===== config.mk =====
export PLATFORM = sky130hd
export DESIGN_NAME = gpio_expander_core
export DESIGN_NICKNAME = d
export VERILOG_FILES = /design/src/rtl/gpx_pkg.sv /design/src/rtl/gpx_sync.sv /design/src/rtl/gpx_regfile.sv /design/src/rtl/gpx_irq.sv /design/src/rtl/gpio_expander_core.sv
export SDC_FILE = /design/constraint.sdc
export NUM_CORES = 1
export LEC_CHECK = 0
export BUFFER_PORTS_ARGS = -buffer_cell sky130_fd_sc_hd__buf_2
export CAP_MARGIN = 10
export CORE_UTILIZATION = 30
export CTS_BUF_LIST = sky130_fd_sc_hd__clkbuf_4 sky130_fd_sc_hd__clkbuf_8
export DETAILED_ROUTE_END_ITERATION = 7
export GPL_TIMING_DRIVEN = 0
export PLACE_DENSITY_LB_ADDON = 0.1
export SETUP_SLACK_MARGIN = 0.5
export SYNTH_ARGS = -nofsm -noshare
export SYNTH_HDL_FRONTEND = slang
export SYNTH_HIERARCHICAL = 1
export SYNTH_SLANG_ARGS = --single-unit

===== constraint.sdc =====
create_clock -name clk -period 2.1 [get_ports clk]
set_input_delay 0.21 -clock clk [delete_from_list [all_inputs] [get_ports clk]]
set_output_delay 0.21 -clock clk [all_outputs]
set_load 0.1 [all_outputs]

===== src/rtl/gpx_pkg.sv =====
package gpx_pkg;
  localparam int GPX_PINS = 8;
  localparam int GPX_AW   = 8;

  typedef logic [GPX_PINS-1:0] pinvec_t;
  typedef logic [GPX_AW-1:0]   addr_t;

  // Offsets are fixed: host software decodes them.
  localparam addr_t ADR_ID    = 8'h01;
  localparam addr_t ADR_DIR   = 8'h03;
  localparam addr_t ADR_OUT   = 8'h05;
  localparam addr_t ADR_HIZ   = 8'h07;
  localparam addr_t ADR_DFLT  = 8'h09;
  localparam addr_t ADR_PEN   = 8'h0B;
  localparam addr_t ADR_PSEL  = 8'h0D;
  localparam addr_t ADR_LEVEL = 8'h0F;
  localparam addr_t ADR_MASK  = 8'h11;
  localparam addr_t ADR_STAT  = 8'h13;

  typedef struct packed {
    pinvec_t dir;
    pinvec_t outv;
    pinvec_t hiz;
    pinvec_t dflt;
    pinvec_t pen;
    pinvec_t psel;
    pinvec_t mask;
  } gpx_cfg_t;

  localparam gpx_cfg_t CFG_RESET = '{
    dir:  '0,
    outv: '0,
    hiz:  '1,
    dflt: '1,
    pen:  '1,
    psel: '1,
    mask: '1
  };
endpackage


===== src/rtl/gpx_sync.sv =====
module gpx_sync #(
  parameter int WIDTH  = 8,
  parameter int STAGES = 2
) (
  input  logic             clk,
  input  logic             rst_n,
  input  logic [WIDTH-1:0] d_in,
  output logic [WIDTH-1:0] d_out
);
  logic [WIDTH-1:0] stage_q [STAGES];

  // Reset to all-high so idle pulled-up pins match the expected level.
  generate
    for (genvar s = 0; s < STAGES; s++) begin : g_stage
      if (s == 0) begin : g_first
        always_ff @(posedge clk or negedge rst_n) begin
          if (!rst_n) stage_q[s] <= '1;
          else        stage_q[s] <= d_in;
        end
      end else begin : g_next
        always_ff @(posedge clk or negedge rst_n) begin
          if (!rst_n) stage_q[s] <= '1;
          else        stage_q[s] <= stage_q[s-1];
        end
      end
    end
  endgenerate

  assign d_out = stage_q[STAGES-1];
endmodule


===== src/rtl/gpx_regfile.sv =====
module gpx_regfile
  import gpx_pkg::*;
(
  input  logic     clk,
  input  logic     rst_n,
  input  logic     wr_en,
  input  addr_t    wr_addr,
  input  pinvec_t  wr_data,
  input  logic     sw_rst,
  output gpx_cfg_t cfg
);
  gpx_cfg_t cfg_d, cfg_q;

  always_comb begin
    cfg_d = cfg_q;
    if (sw_rst) begin
      cfg_d = CFG_RESET;
    end else if (wr_en) begin
      case (wr_addr)
        ADR_DIR:  cfg_d.dir  = wr_data;
        ADR_OUT:  cfg_d.outv = wr_data;
        ADR_HIZ:  cfg_d.hiz  = wr_data;
        ADR_DFLT: cfg_d.dflt = wr_data;
        ADR_PEN:  cfg_d.pen  = wr_data;
        ADR_PSEL: cfg_d.psel = wr_data;
        ADR_MASK: cfg_d.mask = wr_data;
        default:  ;
      endcase
    end
  end

  always_ff @(posedge clk or negedge rst_n) begin
    if (!rst_n) cfg_q <= CFG_RESET;
    else        cfg_q <= cfg_d;
  end

  assign cfg = cfg_q;
endmodule


===== src/rtl/gpx_irq.sv =====
module gpx_irq
  import gpx_pkg::*;
(
  input  logic    clk,
  input  logic    rst_n,
  input  logic    sw_rst,
  input  pinvec_t level,
  input  pinvec_t dflt,
  input  pinvec_t mask,
  input  logic    rd_status,
  input  logic    rd_id,
  output pinvec_t status,
  output logic    rst_flag,
  output logic    irq_n
);
  pinvec_t status_d, status_q, new_set;
  logic    flag_d, flag_q;

  assign new_set = (level ^ dflt) & ~mask;

  always_comb begin
    if (sw_rst) begin
      status_d = '0;
      flag_d   = 1'b1;
    end else begin
      // Read clears old flags; a flag arriving now survives.
      status_d = (rd_status ? '0 : status_q) | new_set;
      flag_d   = rd_id ? 1'b0 : flag_q;
    end
  end

  always_ff @(posedge clk or negedge rst_n) begin
    if (!rst_n) begin
      status_q <= '0;
      flag_q   <= 1'b1;
    end else begin
      status_q <= status_d;
      flag_q   <= flag_d;
    end
  end

  assign status   = status_q;
  assign rst_flag = flag_q;
  assign irq_n    = ~((|status_q) | (flag_q & ~(&mask)));
endmodule


===== src/rtl/gpio_expander_core.sv =====
module gpio_expander_core
  import gpx_pkg::*;
#(
  parameter logic [2:0] MFR_ID      = 3'b101,
  parameter logic [2:0] FW_REV      = 3'b000,
  parameter int         SYNC_STAGES = 2
) (
  input  logic                clk,
  input  logic                rst_n,
  input  logic [GPX_AW-1:0]   reg_addr,
  input  logic [GPX_PINS-1:0] reg_wdata,
  input  logic                reg_we,
  input  logic                reg_re,
  output logic [GPX_PINS-1:0] reg_rdata,
  input  logic [GPX_PINS-1:0] pin_in,
  output logic [GPX_PINS-1:0] pin_out,
  output logic [GPX_PINS-1:0] pin_oe,
  output logic [GPX_PINS-1:0] pull_en,
  output logic [GPX_PINS-1:0] pull_up,
  output logic                irq_n
);
  gpx_cfg_t cfg;
  pinvec_t  level, status, rd_mux, rdata_q;
  logic     rst_flag, sw_rst, rd_id, rd_status;

  assign sw_rst    = reg_we && (reg_addr == ADR_ID) && reg_wdata[0];
  assign rd_id     = reg_re && (reg_addr == ADR_ID);
  assign rd_status = reg_re && (reg_addr == ADR_STAT);

  gpx_sync #(.WIDTH(GPX_PINS), .STAGES(SYNC_STAGES)) u_sync (
    .clk   (clk),
    .rst_n (rst_n),
    .d_in  (pin_in),
    .d_out (level)
  );

  gpx_regfile u_regs (
    .clk     (clk),
    .rst_n   (rst_n),
    .wr_en   (reg_we),
    .wr_addr (reg_addr),
    .wr_data (reg_wdata),
    .sw_rst  (sw_rst),
    .cfg     (cfg)
  );

  gpx_irq u_irq (
    .clk       (clk),
    .rst_n     (rst_n),
    .sw_rst    (sw_rst),
    .level     (level),
    .dflt      (cfg.dflt),
    .mask      (cfg.mask),
    .rd_status (rd_status),
    .rd_id     (rd_id),
    .status    (status),
    .rst_flag  (rst_flag),
    .irq_n     (irq_n)
  );

  always_comb begin
    case (reg_addr)
      ADR_ID:    rd_mux = {MFR_ID, FW_REV, rst_flag, 1'b0};
      ADR_DIR:   rd_mux = cfg.dir;
      ADR_OUT:   rd_mux = cfg.outv;
      ADR_HIZ:   rd_mux = cfg.hiz;
      ADR_DFLT:  rd_mux = cfg.dflt;
      ADR_PEN:   rd_mux = cfg.pen;
      ADR_PSEL:  rd_mux = cfg.psel;
      ADR_LEVEL: rd_mux = level;
      ADR_MASK:  rd_mux = cfg.mask;
      ADR_STAT:  rd_mux = status;
      default:   rd_mux = '0;
    endcase
  end

  always_ff @(posedge clk or negedge rst_n) begin
    if (!rst_n)      rdata_q <= '0;
    else if (reg_re) rdata_q <= rd_mux;
  end

  assign reg_rdata = rdata_q;
  assign pin_oe    = cfg.dir & ~cfg.hiz;
  assign pin_out   = cfg.outv & pin_oe;
  assign pull_en   = cfg.pen & ~cfg.dir;
  assign pull_up   = pull_en & cfg.psel;
endmodule


==> results of run 1 <==
-- worst min-delay path, cell delays in order --
cell and delay (ns):
buf_2 0.12, nand2b_4 0.06, mux2i_1 0.05
-- routing by layer --
metal	routed length, um	vias to the layer above	GRT usage
li1	-	1847	-
met1	7680	2027	0.263
met2	7810	96	0.328
met3	560	20	0.0399
met4	235	0	0.0415
met5	0	-	0
-- where the power goes --
part	total (mW)	internal, mW	switching [mW]
Sequential	1.99	1.89	0.106
Clock	1.27	0.604	0.665
Combinational	0.890	0.374	0.516
-- repair_timing --
action	4_1_cts	5_1_grt
setup endpoints to repair	98	78
pin swaps	12	28
hold buffers	9	0
setup buffers	23	15
endpoints found under the hold margin	18	0
gates cloned	1	7
gates resized for setup	106	78
-- sequential cells by signal, summed over array words and instances (netlist names) --
register,flops
reg_rdata,8
u_irq/rst_flag,1
u_sync/d_out,8
u_sync/stage_q,8
u_irq/status,8
u_regs/cfg,56
-- worst min-delay path by stage --
stage	from	endpoint	slack, ns	cells past startpoint
finish	reg_wdata[6]	u_regs/cfg[46]	0.1	3
global route	reg_wdata[1]	u_regs/cfg[41]	0.09	3
CTS	reg_wdata[6]	u_regs/cfg[46]	0.08	3
detailed placement	rst_n	u_irq/status[0]	0.29	1
global placement	pin_in[2]	u_sync/stage_q[10]	0.32	1
floorplan	rst_n	reg_rdata[0]	-0.09	0
-- layout by cell type, fill, tap and decap left out, drive strengths merged, types with 2 or more instances in the layout --
cell         count
nand2           15
dlygate4sd3      9
nor2b           22
mux4             3
nor3             3
o21ai            8
clkinv           2
nand2b          24
inv             15
nand4b           2
xnor2            8
and2            17
buf            137
o22ai           10
a221o            4
a22oi            5
mux2             2
dfrtp           32
mux2i           71
a21oi            6
nand3            4
clkbuf          22
o22a             2
or4b             2
o2bb2ai          3
o211ai           5
a31oi            4
and2b            9
dfstp           57
nand4            4
a21o             2
nor4             4
nor2            62
and3             6
-- logic make-up (layout without fill, tap and decap cells) --
kind of cell	after synthesis	after routing	share of synthesized area
and+or+nand+nor	182	182	0.216
DFF	89	89	0.476
muxes	76	76	0.166
AOI/OAI and AO/OA	52	52	0.0751
buffers and inverters	47	187	0.0531
xor gates and xnor gates	8	8	0.0145
-- through the flow --
| step | utilization | power, mW |
|---|---|---|
| 2_1_floorplan | - | 2.50 |
| 3_3_place_gp | 0.363 | 2.71 |
| 3_5_place_dp | 0.365 | 2.72 |
| 4_1_cts | 0.420 | 4.12 |
| 5_1_grt | 0.453 | 4.34 |
| 6_report | 0.453 | 4.15 |
-- final cells by class --
type / count / area (um^2)
clock buffer: 11 / 145
tap: 216 / 270
timing repair buffer: 124 / 1220
fill: 1491 / 8660
clock inverter: 5 / 63.8
multi-input combinational: 318 / 2720
sequential: 89 / 2310
inverter: 14 / 52.6
buffer: 33 / 387
==> impl_metrics.toml, run 1 <==
[synthesis]
synthesis.nets = 482
synth_common_cells = "71 x mux2i_1, 62 x nor2_1, 57 x dfstp_2"
ys_warn_count = 6
seq_area_frac_synth = 0.476
syn_area_mm2 = 0.00483
synthFlopType = "dfstp_2"
synthCells = 454
synth_seq_cells = 89
yosysMostFrequentCell = "mux2i_1"
yosysUniqueCellTypes = 49
yosysTopAreaCell = "dfstp_2"
yosysTopAreaCellShare = 0.310
synth_edf_count = 0
async_flop_share = 1.00
syn_avg_cell_area_um2 = 10.6
yosys-top-cells-area = "dfstp_2 31%, dfrtp_1 17%, mux2i_1 15%"

[die]
start_util = 0.305
rows = 46
die_w_um = 129
core_area_mm2 = 0.0158
die-area_mm2 = 0.0166
io_pins = 69
die_h_um = 129

[sta]
tightest_slew_ns = 0.780
period_share = 0.844
setup_viol = 0
tns_ns = 0
grt_setup_unrepaired = "yes"
hold_ws_ns = 0.0979
relSlewSlack = 0.479
max_freq_mhz = 565
setup_ws_ns = 0.329
finalMaxSlewViolations = 0
fin_skew_ns = 0.0107
fin_crit_ns = 1.77
hold_viol = 0

[critical_path]
cp.required_ns = 1.89
crit_slowest_cell = "dfstp_2"
cp-end-kind = "primary output"
reg2reg_setup_slack_ns = 0.56
criticalPathCategory = "register to primary output"
arrival_ns = 1.56
rr_endpoint = "reg_rdata[3]"
cp_slowest_stage_delay_ns = 0.57
cp-start-kind = "register"
crit_path_end = "irq_n"
rr_worst_depth = 6
worst-path-stages = 4
crit_chain = "nand4_1 -> o21ai_1 -> and3_4 -> buf_12"
critPathMaxFanout = 2
cp_top_family = "flip-flops"
crit_buf_inv = 1
r2r_start = "u_sync/d_out[3]"
crit_start = "u_regs/cfg[3]"

[clock_tree]
cts_tree = "built"
max-clock-path-buffers = 2
cts_sinks = 89
cts_buffers = 9
clock_latency_ns = 0.39
clkTransAtPathRegs_ns = 0.10
cts_root_buf = "clkbuf_8"
htree_levels = 3

[flow_run]
cap_violations = 0

[layout]
nNetsFinal = 617
drive_gt1_frac = 0.524
diodes = 0
fin_area_mm2 = 0.00716
final-instance-count-excl-fill = 810
area_growth_pct = 48.3

[detailed_routing]
via_count = 3990
antenna_left = 0
wl_mm = 16.3
initialDrtViolationCount = 196
dr.pass1.iters = 4
vias_per_cell = 4.93
drc = 0
wire_per_inst_um = 20.1

[global_routing]
grt_max_degree = 49
antenna_found_initial = 0
grt.total_usage = 0.197
grt_pass1_vias = 3896
grt_pass1_wl_mm = 23.7
overflow = 0

[placement]
gp_congestion = 0.846
placed_cells = 739
port_buffers = 68
placed_cell_area_mm2 = 0.00577
hpwlAfterDp_mm = 10.9
pre_cts_ws_ns = -0.588

[pwr]
pwr_density_cell_mw_per_mm2 = 580
ir_drop_uv = 326
power.leakage_nw = 3.20

[status]
status = "finished clean"

[hold_path]
hold_class = "primary input to register"
Note: power is estimated with default switching activity, not from simulation.
==> inputs of run 2 (changes only) <==
==> constraint.sdc (replaced) <==
create_clock -name clk -period 1.76 [get_ports clk]
set_input_delay 0.176 -clock clk [delete_from_list [all_inputs] [get_ports clk]]
set_output_delay 0.176 -clock clk [all_outputs]
set_load 0.1 [all_outputs]
==> impl_metrics.toml, run 2 (synthesis results as in run 1) <==
[status]
status = "finished clean"

[layout]
fill_cells = 1398
drive_gt1_frac = 0.620
nNetsFinal = 649
layout_common_cells = "70 x mux2i_1, 57 x dfstp_2, 47 x buf_4, 45 x buf_6, 44 x buf_12"
final-instance-count-excl-fill = 842
fin_util = 0.510
multi_input_area_mm2 = 0.00295
regArea_mm2 = 0.00231
area_growth_pct = 67.2
fin_area_mm2 = 0.00808
final_common_cell = "mux2i_1"
largest_reg_flops = 56
diodes = 0

[sta]
period_share = 0.992
tightest_slew_ns = 0.741
hold_viol = 0
grt_setup_unrepaired = "yes"
setup_viol = 0
relSlewSlack = 0.505
fin_crit_ns = 1.75
fin_skew_ns = 0.0152
max_freq_mhz = 573
finalMaxSlewViolations = 0

[clock_tree]
htree_levels = 3
cts_buffers = 9
clock_latency_ns = 0.38
clkTransAtPathRegs_ns = 0.10
max-clock-path-buffers = 2
cts_tree = "built"
cts_root_buf = "clkbuf_8"
cts_sinks = 89

[detailed_routing]
via_count = 4103
wire_per_inst_um = 19.9
initialDrtViolationCount = 244
dr.pass1.iters = 4
antenna_left = 0
drc = 0
wl_mm = 16.7
vias_per_cell = 4.87

[global_routing]
grt_pass1_vias = 4195
antenna_found_initial = 0
grt_pass1_wl_mm = 25.2
grt_max_degree = 62
grt.total_usage = 0.209
overflow = 0

[critical_path]
criticalPathCategory = "register to primary output"
cp.required_ns = 1.58
crit_path_end = "irq_n"
arrival_ns = 1.57
critPathMaxFanout = 4
reg2reg_setup_slack_ns = 0.21
rr_worst_depth = 6
r2r_start = "u_regs/cfg[51]"
rr_endpoint = "reg_rdata[3]"
crit_start = "u_regs/cfg[4]"
cp-end-kind = "primary output"
cp-start-kind = "register"

[pwr]
pwr_density_cell_mw_per_mm2 = 620
intPower_mw = 3.38
power_frac_comb = 0.257
ir_drop_uv = 331
power_frac_clock = 0.265
power.leakage_nw = 3.51
power.share.sequential = 0.478
switchingPower_mw = 1.63
p_total_mw = 5.01
switching_share = 0.326

[die]
die_h_um = 129
core_area_mm2 = 0.0158
io_pins = 69
die_w_um = 129
start_util = 0.305
rows = 46
die-area_mm2 = 0.0166

[placement]
placed_cells = 739
port_buffers = 68
gp_congestion = 0.811
placed_cell_area_mm2 = 0.00583
hpwlAfterDp_mm = 10.9

[flow_run]
cap_violations = 0

[hold_path]
hold_class = "primary input to register"
min_from = "reg_wdata[4]"
-- run 2: timing repair --
| action | 4_1_cts | 5_1_grt |
|---|---|---|
| setup buffers | 46 | 25 |
| pin swaps | 36 | 49 |
| hold buffers | 9 | 0 |
| setup endpoints to repair | 114 | 107 |
| gates cloned | 5 | 2 |
| resized for setup | 215 | 124 |
| endpoints found under the hold margin | 20 | 0 |
-- run 2: per-layer routing --
| metal | part of all wire | wire [um] | global-route usage |
|---|---|---|---|
| met2 | 0.48 | 8040 | 0.332 |
| met1 | 0.47 | 7900 | 0.291 |
| met4 | 0.015 | 248 | 0.0637 |
| met3 | 0.032 | 533 | 0.0370 |
| met5 | 0 | 0 | 0 |
-- run 2: how the worst min path moves through the flow --
stage | slack [ns] | depth (start not counted) | end
2_1_floorplan | -0.12 | 0 | reg_rdata[0]
3_3_place_gp | 0.28 | 1 | u_sync/stage_q[9]
3_5_place_dp | 0.15 | 1 | reg_rdata[0]
4_1_cts | 0.05 | 3 | u_regs/cfg[53]
5_1_grt | 0.06 | 3 | u_regs/cfg[46]
6_report | 0.08 | 3 | u_regs/cfg[52]
-- run 2: metrics by stage --
stage          setup WS, ns  hold slack [ns]  setup TNS (ns)
6_report             0.0138           0.0775               0
5_1_grt             -0.0556           0.0648         -0.0556
4_1_cts             0.00513           0.0548               0
3_5_place_dp         -0.835            0.147          -46.16
3_3_place_gp         -0.845            0.282          -61.42
2_1_floorplan      -0.00816           -0.120         -0.0827
-- run 2: area by class of cell --
| type | instances | share of cell area |
|---|---|---|
| sequential | 89 | 0.287 |
| multi-input combinational | 318 | 0.366 |
| buffer | 33 | 0.0576 |
| clock buffer | 9 | 0.0153 |
| clock inverter | 7 | 0.00589 |
| inverter | 14 | 0.00651 |
| timing repair buffer | 156 | 0.229 |
| tap | 216 | 0.0335 |
-- run 2: critical path, stage by stage (launching register included) --
cell,delay (ns)
dfstp_2,0.58
nand4_1,0.10
o21ai_1,0.13
and3_4,0.20
buf_12,0.17
-- run 2: power groups by stage --
stage / logic, mW / registers [mW] / clock network (mW)
after floorplan: 0.601 / 2.39 / 0
after global placement: 0.822 / 2.42 / 0
after detailed placement: 0.840 / 2.42 / 0
after CTS: 1.13 / 2.38 / 1.37
after global routing: 1.36 / 2.41 / 1.45
final: 1.29 / 2.39 / 1.33
